--- src/rtl/wsched_pkg.sv ---
// Shared helpers for the warp issue scheduler.
// Assumes: arguments are non-negative and the divisor is non-zero.
package wsched_pkg;

    // Integer division rounded up; gives the number of warps a block needs.
    function automatic int ceil_div(input int num, input int den);
        return (num + den - 1) / den;
    endfunction

endpackage

--- src/rtl/wsched_alloc_decode.sv ---
// Decodes a block load into per-slot hit bits and per-slot lane counts.
// Assumes: alloc_threads <= MAX_BLOCK_THREADS; slots past NUM_WARPS-1 are dropped.
module wsched_alloc_decode
    import wsched_pkg::*;
#(
    parameter int NUM_WARPS         = 32,
    parameter int WARP_SIZE         = 32,
    parameter int MAX_BLOCK_THREADS = 1024,
    localparam int ID_W   = $clog2(NUM_WARPS),
    localparam int THR_W  = $clog2(MAX_BLOCK_THREADS + 1),
    localparam int LANE_W = $clog2(WARP_SIZE + 1)
) (
    input  logic                             alloc_valid,
    input  logic [ID_W-1:0]                  alloc_base,
    input  logic [THR_W-1:0]                 alloc_threads,
    output logic [NUM_WARPS-1:0]             slot_hit,
    output logic [NUM_WARPS-1:0][LANE_W-1:0] slot_lanes
);
    localparam int OFS_W = THR_W + 1;

    logic [OFS_W-1:0] warp_span;
    logic [THR_W-1:0] tail_lanes;

    // Number of warps the block needs and the lane count of its last warp.
    always_comb begin
        warp_span  = OFS_W'(ceil_div(int'(alloc_threads), WARP_SIZE));
        tail_lanes = alloc_threads % THR_W'(WARP_SIZE);
    end

    for (genvar s = 0; s < NUM_WARPS; s++) begin : g_slot
        logic [OFS_W-1:0] ofs;
        // Offset of this slot from the first slot of the block.
        assign ofs = OFS_W'(s) - OFS_W'(alloc_base);
        // Slot is covered when it lies inside [base, base + span).
        assign slot_hit[s] = alloc_valid && (alloc_threads != '0) &&
                             (ID_W'(s) >= alloc_base) && (ofs < warp_span);
        // The last warp of a block with a remainder gets a partial lane count.
        assign slot_lanes[s] = ((ofs == warp_span - OFS_W'(1)) && (tail_lanes != '0))
                             ? LANE_W'(tail_lanes) : LANE_W'(WARP_SIZE);
    end

endmodule

--- src/rtl/wsched_slot_table.sv ---
// Per-slot state: residency, lane count, and a pairwise load-age matrix.
// older_q[i][j] = 1 means slot i was loaded in an earlier cycle than slot j.
// Assumes: the matrix entries of non-resident slots are don't-care (eligibility masks them).
module wsched_slot_table #(
    parameter int NUM_WARPS = 32,
    parameter int LANE_W    = 6,
    localparam int ID_W     = $clog2(NUM_WARPS)
) (
    input  logic                                clk,
    input  logic                                rst_n,
    input  logic [NUM_WARPS-1:0]                slot_hit,
    input  logic [NUM_WARPS-1:0][LANE_W-1:0]    slot_lanes,
    input  logic                                retire_valid,
    input  logic [ID_W-1:0]                     retire_warp,
    output logic [NUM_WARPS-1:0]                resident,
    output logic [NUM_WARPS-1:0]                retire_hit,
    output logic [NUM_WARPS-1:0][LANE_W-1:0]    lanes,
    output logic [NUM_WARPS-1:0][NUM_WARPS-1:0] older
);
    logic [NUM_WARPS-1:0]                resident_q;
    logic [NUM_WARPS-1:0][LANE_W-1:0]    lanes_q;
    logic [NUM_WARPS-1:0][NUM_WARPS-1:0] older_q;

    for (genvar s = 0; s < NUM_WARPS; s++) begin : g_ret
        // One-hot decode of the retiring slot.
        assign retire_hit[s] = retire_valid && (retire_warp == ID_W'(s));
    end

    // Residency: retirement clears a slot, a load sets it and takes precedence.
    always_ff @(posedge clk) begin
        if (!rst_n) resident_q <= '0;
        else        resident_q <= (resident_q & ~retire_hit) | slot_hit;
    end

    // Lane count captured on load.
    always_ff @(posedge clk) begin
        if (!rst_n) begin
            lanes_q <= '0;
        end else begin
            for (int s = 0; s < NUM_WARPS; s++)
                if (slot_hit[s]) lanes_q[s] <= slot_lanes[s];
        end
    end

    // Age matrix: a freshly loaded slot is older than nobody, and everyone else is older than it.
    always_ff @(posedge clk) begin
        if (!rst_n) begin
            older_q <= '0;
        end else begin
            for (int i = 0; i < NUM_WARPS; i++)
                for (int j = 0; j < NUM_WARPS; j++)
                    if (slot_hit[i])      older_q[i][j] <= 1'b0;
                    else if (slot_hit[j]) older_q[i][j] <= 1'b1;
        end
    end

    assign resident = resident_q;
    assign lanes    = lanes_q;
    assign older    = older_q;

    // a retirement that no load overrides leaves the slot non-resident.
    p_retire_drops_r7: assert property (@(posedge clk) disable iff (!rst_n)
        (retire_valid && int'(retire_warp) < NUM_WARPS && !slot_hit[retire_warp])
        |=> !resident_q[$past(retire_warp)]);

    // a load on the slot being retired keeps it resident.
    p_load_beats_retire_r7: assert property (@(posedge clk) disable iff (!rst_n)
        (retire_valid && int'(retire_warp) < NUM_WARPS && slot_hit[retire_warp])
        |=> resident_q[$past(retire_warp)]);

    // every slot covered by a load is resident in the next cycle.
    p_load_resident_r1: assert property (@(posedge clk) disable iff (!rst_n)
        (|slot_hit) |=> ((resident_q & $past(slot_hit)) == $past(slot_hit)));

endmodule

--- src/rtl/wsched_pick.sv ---
// Oldest-first arbiter over eligible slots; ties go to the lowest slot number.
// Assumes: older[][] is a consistent order among resident slots (slot table guarantees it).
module wsched_pick #(
    parameter int NUM_WARPS = 32,
    localparam int ID_W     = $clog2(NUM_WARPS)
) (
    input  logic [NUM_WARPS-1:0]                elig,
    input  logic [NUM_WARPS-1:0][NUM_WARPS-1:0] older,
    output logic [NUM_WARPS-1:0]                grant,
    output logic                                any,
    output logic [ID_W-1:0]                     grant_id
);
    logic [NUM_WARPS-1:0][NUM_WARPS-1:0] beats;

    for (genvar i = 0; i < NUM_WARPS; i++) begin : g_row
        for (genvar j = 0; j < NUM_WARPS; j++) begin : g_col
            // i wins over j when older, or when neither is older and i has the lower number.
            assign beats[i][j] = older[i][j] | (~older[j][i] & ((i <= j) ? 1'b1 : 1'b0));
        end
        // i is granted when it is eligible and wins over every other eligible slot.
        assign grant[i] = elig[i] & (&(~elig | beats[i]));
    end

    // Encode the one-hot grant into a slot number.
    always_comb begin
        grant_id = '0;
        for (int k = 0; k < NUM_WARPS; k++)
            if (grant[k]) grant_id = grant_id | ID_W'(k);
    end

    assign any = |elig;

endmodule

--- src/rtl/warp_issue_sched.sv ---
// Warp issue scheduler top: loads blocks into warp slots, forms eligibility from
// residency and operand readiness, and registers one oldest-first grant per cycle.
// Assumes: ready_vec is valid every cycle; loads and retirements are single-cycle pulses.
module warp_issue_sched #(
    parameter int NUM_WARPS         = 32,
    parameter int WARP_SIZE         = 32,
    parameter int MAX_BLOCK_THREADS = 1024,
    localparam int ID_W   = $clog2(NUM_WARPS),
    localparam int THR_W  = $clog2(MAX_BLOCK_THREADS + 1),
    localparam int CNT_W  = $clog2(NUM_WARPS + 1)
) (
    input  logic                 clk,
    input  logic                 rst_n,
    input  logic                 alloc_valid,
    input  logic [ID_W-1:0]      alloc_base,
    input  logic [THR_W-1:0]     alloc_threads,
    input  logic                 retire_valid,
    input  logic [ID_W-1:0]      retire_warp,
    input  logic [NUM_WARPS-1:0] ready_vec,
    output logic                 issue_valid,
    output logic [ID_W-1:0]      issue_warp,
    output logic [WARP_SIZE-1:0] issue_mask,
    output logic [CNT_W-1:0]     resident_count
);
    localparam int LANE_W = $clog2(WARP_SIZE + 1);

    logic [NUM_WARPS-1:0]                slot_hit;
    logic [NUM_WARPS-1:0][LANE_W-1:0]    slot_lanes;
    logic [NUM_WARPS-1:0]                resident;
    logic [NUM_WARPS-1:0]                retire_hit;
    logic [NUM_WARPS-1:0][LANE_W-1:0]    lanes;
    logic [NUM_WARPS-1:0][NUM_WARPS-1:0] older;
    logic [NUM_WARPS-1:0]                elig_vec;
    logic [NUM_WARPS-1:0]                grant;
    logic                                grant_any;
    logic [ID_W-1:0]                     grant_id;
    logic [LANE_W-1:0]                   lanes_sel;
    logic [WARP_SIZE-1:0]                pick_mask;

    wsched_alloc_decode #(
        .NUM_WARPS(NUM_WARPS), .WARP_SIZE(WARP_SIZE), .MAX_BLOCK_THREADS(MAX_BLOCK_THREADS)
    ) u_decode (
        .alloc_valid(alloc_valid), .alloc_base(alloc_base), .alloc_threads(alloc_threads),
        .slot_hit(slot_hit), .slot_lanes(slot_lanes)
    );

    wsched_slot_table #(.NUM_WARPS(NUM_WARPS), .LANE_W(LANE_W)) u_table (
        .clk(clk), .rst_n(rst_n), .slot_hit(slot_hit), .slot_lanes(slot_lanes),
        .retire_valid(retire_valid), .retire_warp(retire_warp),
        .resident(resident), .retire_hit(retire_hit), .lanes(lanes), .older(older)
    );

    // Eligible: resident, operands ready, and not leaving this cycle.
    assign elig_vec = resident & ready_vec & ~retire_hit;

    wsched_pick #(.NUM_WARPS(NUM_WARPS)) u_pick (
        .elig(elig_vec), .older(older), .grant(grant), .any(grant_any), .grant_id(grant_id)
    );

    // Expand the granted slot's lane count into a per-lane mask.
    always_comb begin
        lanes_sel = lanes[grant_id];
        for (int k = 0; k < WARP_SIZE; k++)
            pick_mask[k] = (k < int'(lanes_sel));
    end

    // Register the grant; a new choice every cycle gives back-to-back switching.
    always_ff @(posedge clk) begin
        if (!rst_n) begin
            issue_valid <= 1'b0;
            issue_warp  <= '0;
            issue_mask  <= '0;
        end else begin
            issue_valid <= grant_any;
            issue_warp  <= grant_id;
            issue_mask  <= pick_mask;
        end
    end

    assign resident_count = CNT_W'($countones(resident));

    // Previous-cycle eligibility, kept only to relate the grant to its cause.
    logic [NUM_WARPS-1:0] elig_prev;
    always_ff @(posedge clk) begin
        if (!rst_n) elig_prev <= '0;
        else        elig_prev <= elig_vec;
    end

    // the arbiter never grants two slots at once.
    p_single_grant_r2: assert property (@(posedge clk) disable iff (!rst_n)
        $onehot0(grant));

    // an issued warp was eligible in the cycle before.
    p_issue_eligible_r3: assert property (@(posedge clk) disable iff (!rst_n)
        issue_valid |-> elig_prev[issue_warp]);

    // any eligible slot leads to an issue in the next cycle.
    p_no_idle_r5: assert property (@(posedge clk) disable iff (!rst_n)
        (|elig_prev) |-> issue_valid);

    // with nothing eligible the valid strobe stays low.
    p_idle_when_none_r6: assert property (@(posedge clk) disable iff (!rst_n)
        !(|elig_prev) |-> !issue_valid);

    // an issued warp always has lane 0 populated.
    p_mask_lane0_r8: assert property (@(posedge clk) disable iff (!rst_n)
        issue_valid |-> issue_mask[0]);

endmodule

--- config.mk ---
export PLATFORM = sky130hd
export DESIGN_NAME = warp_issue_sched
export DESIGN_NICKNAME = d
export VERILOG_FILES = /design/src/rtl/wsched_pkg.sv /design/src/rtl/wsched_alloc_decode.sv /design/src/rtl/wsched_slot_table.sv /design/src/rtl/wsched_pick.sv /design/src/rtl/warp_issue_sched.sv
export SDC_FILE = /design/constraint.sdc
export NUM_CORES = 2
export LEC_CHECK = 0
export ABC_AREA = 0
export BUFFER_PORTS_ARGS = -buffer_cell sky130_fd_sc_hd__buf_2
export CORE_ASPECT_RATIO = 0.75
export CORE_MARGIN = 2
export CORE_UTILIZATION = 55
export CTS_BUF_LIST = sky130_fd_sc_hd__clkbuf_8
export CTS_CLUSTER_SIZE = 30
export DETAILED_ROUTE_END_ITERATION = 12
export GPL_TIMING_DRIVEN = 1
export PLACE_DENSITY = 0.71
export SLEW_MARGIN = 20
export SYNTH_ARGS = -nofsm -noshare
export SYNTH_HDL_FRONTEND = slang
export SYNTH_HIERARCHICAL = 1
export SYNTH_SLANG_ARGS = --single-unit
export TNS_END_PERCENT = 10
--- constraint.sdc ---
create_clock -name clk -period 9.68 [get_ports clk]
set_input_delay 1.936 -clock clk [delete_from_list [all_inputs] [get_ports clk]]
set_output_delay 1.936 -clock clk [all_outputs]
set_load 0.01 [all_outputs]
==> key figures <==
Worst setup path
  – Critical Path Fanout Max: 36
  – Slowest CP cell: nor3_1
  – Req. time, crit path: 10.48 ns
  – CP Buf/Inv Count: 6
  – Max stage delay on crit path: 0.85 ns
  – Top delay family on crit path: simple AND/OR/NAND/NOR gates
  – Most used cell, CP: buf_4
  – WP data arrival: 8.87 ns
  – Crit Path Category: primary input to register
  – Crit path cell chain: buf_2 > or4b_4 > nor3_2 > nor2_1 > buf_4 > inv_1 > buf_4 > o2111ai_1 > nor3_1 > nand4_1 > nand3_1 > nor3_1 > nand3_4 > buf_4 > buf_4 > mux4_2 > mux4_2 > mux2_2 > nor4_4 > a21oi_1
  – Setup crit start kind: primary input
  – Crit end category: register

Global routing
  – Largest net degree at the start of global routing: 118
  – GRT overflow: 0
  – GRT Total Usage: 53.1%
  – Initial antenna violation count: 29
  – Vias in the first global route: 48400
  – First-pass GRT wire length: 379000 um

Synth
  – Mapped cell area: 0.0545 mm2
  – Mapped Nets: 6713
  – Yosys warns: 6
  – Post-Syn Instances: 6505
  – Post-Syn Area per Cell: 8.37 um2

Floorplanning
  – Die W: 367 um
  – Starting density of the core: 55.7%
  – Core region area: 0.0977 mm2
  – DIE AREA: 0.102 mm2
  – Die height: 277 um
  – Std cell rows: 99
  – # IOs: 101

Flow run
  – Max cap viols: 0

Place
  – Port bufs: 100
  – DP HPWL: 196000 um
  – Setup WS pre-CTS: 1.12 ns
  – DP Area: 0.0564 mm2
  – Placed insts: 7689
  – RD Place Congestion: 1.14

Layout
  – Final Cell Area: 0.0602 mm2
  – Final #Nets: 6767
  – Syn-to-layout area delta: 10.4%
  – Final cell count without fillers: 8029
  – Share of cells above drive strength 1: 11.3%
  – Fillcell total: 8513
  – Final Util: 61.5%

Route
  – Final ANT Viol Nets: 0
  – Routed vias: 54200
  – Via density: 6.75
  – Final WL: 279000 um
  – Pre-antenna DRT Iters: 8
  – DRT iter0 DRCs: 11400
  – Routed wire per std cell: 34.7 um
  – DRC viols: 0

Pwr
  – Power Density: 204 mW/mm2
  – Final Power: 12.3 mW
  – Peak VDD IR: 194 uV
  – Leak Pwr: 23.4 nW

STA
  – Final Critical Period: 8.07 ns
  – Post-route clock period utilization: 83.4%
  – Final setup vio count: 0
  – Max Slew Vio Count: 0
  – Fmax: 0.124 GHz
  – Slew headroom: 12.0%
  – Hold Worst Slack: 0.458 ns
  – Setup TNS: 0 ns
  – Final setup margin: 1.61 ns
  – Worst Tran Pin Value: 1.31 ns
  – RSZ-0062 raised after global routing: false
  – Final Hold Vio Count: 0
  – Clk_skew: 0.0385 ns

Clock network
  – Clock Sinks: 1223
  – Worst-skew pair later-pin latency: 0.96 ns
  – Postcts setup bufs: 0
  – CTS tree: done
  – Worst-path clk slew: 0.07 ns
  – Post_cts resized: 0
  – H-tree Lvls: 4
  – Clk root buf: clkbuf_8
  – Num CTS Buffers: 181
  – Post-CTS Hold Fix Bufs: 0
  – Maximum root-to-sink buffer count: 3

Status
  – Outcome: completed

Min path
  – HP Class: register to register
-- where the power goes --
group	internal (mW)	leakage [nW]	total, mW	switching, mW
logic	0.737	11.3	2.31	1.58
registers	5.34	9.97	5.61	0.279
clock network	2.18	2.13	4.36	2.17
total	8.26	23.4	12.3	4.03
-- tightest hold or removal path, cell delays in order, from the launching register on --
cell,delay (ns)
dfxtp_1,0.32
nor2_1,0.04
nor2_1,0.06
-- layout by cell type, fill, tap and decap left out, types with 70 or more instances in the layout --
cell type / instances
nor4_1: 111
inv_1: 263
nor2b_1: 209
buf_2: 99
ha_1: 127
o21ai_0: 151
nand3b_1: 124
buf_4: 175
mux2i_1: 222
dfxtp_1: 1223
and2_1: 155
nor2_1: 2037
nand2b_1: 184
o22ai_1: 231
clkbuf_8: 223
nand2_1: 394
a21oi_1: 70
-- sequential cells by signal (all words and copies together) (netlist names) --
signal / flops
u_table/lanes: 192
issue_valid: 1
u_table/resident: 32
u_table/older: 961
issue_warp: 5
issue_mask: 32
-- final cells by class --
class	count	area (um2)	share of cell area, %
well taps	1313	1640	2.73
flip-flops and latches	1223	24500	40.7
clock buffers	223	3070	5.10
multi-input cells	4649	27500	45.7
repair buffers	282	1960	3.26
clock inverters	97	623	1.04
diodes	20	50.0	0.0832
inverters	222	838	1.39
-- worst paths after layout --
kind                                    from                              end  slack (ns)  cells past startpoint
min reg2reg  u_table/older[402]$_SDFFE_PP0P_  u_table/older[402]$_SDFFE_PP0P_        0.46                      2
min          u_table/older[402]$_SDFFE_PP0P_  u_table/older[402]$_SDFFE_PP0P_        0.46                      2
max reg2reg  u_table/resident[23]$_SDFF_PN0_        issue_mask[16]$_SDFF_PN0_        3.00                     17
max                           retire_warp[0]        issue_mask[16]$_SDFF_PN0_        1.61                     20
-- metal layers --
layer	share of wire, %	track usage, %	vias up
met4	5.3	22.2	48
met5	0.19	0	-
li1	-	-	21700
met3	21	33.6	1120
met1	39	72.9	25700
met2	35	64.0	5617
(Power assumes the default switching activity.)
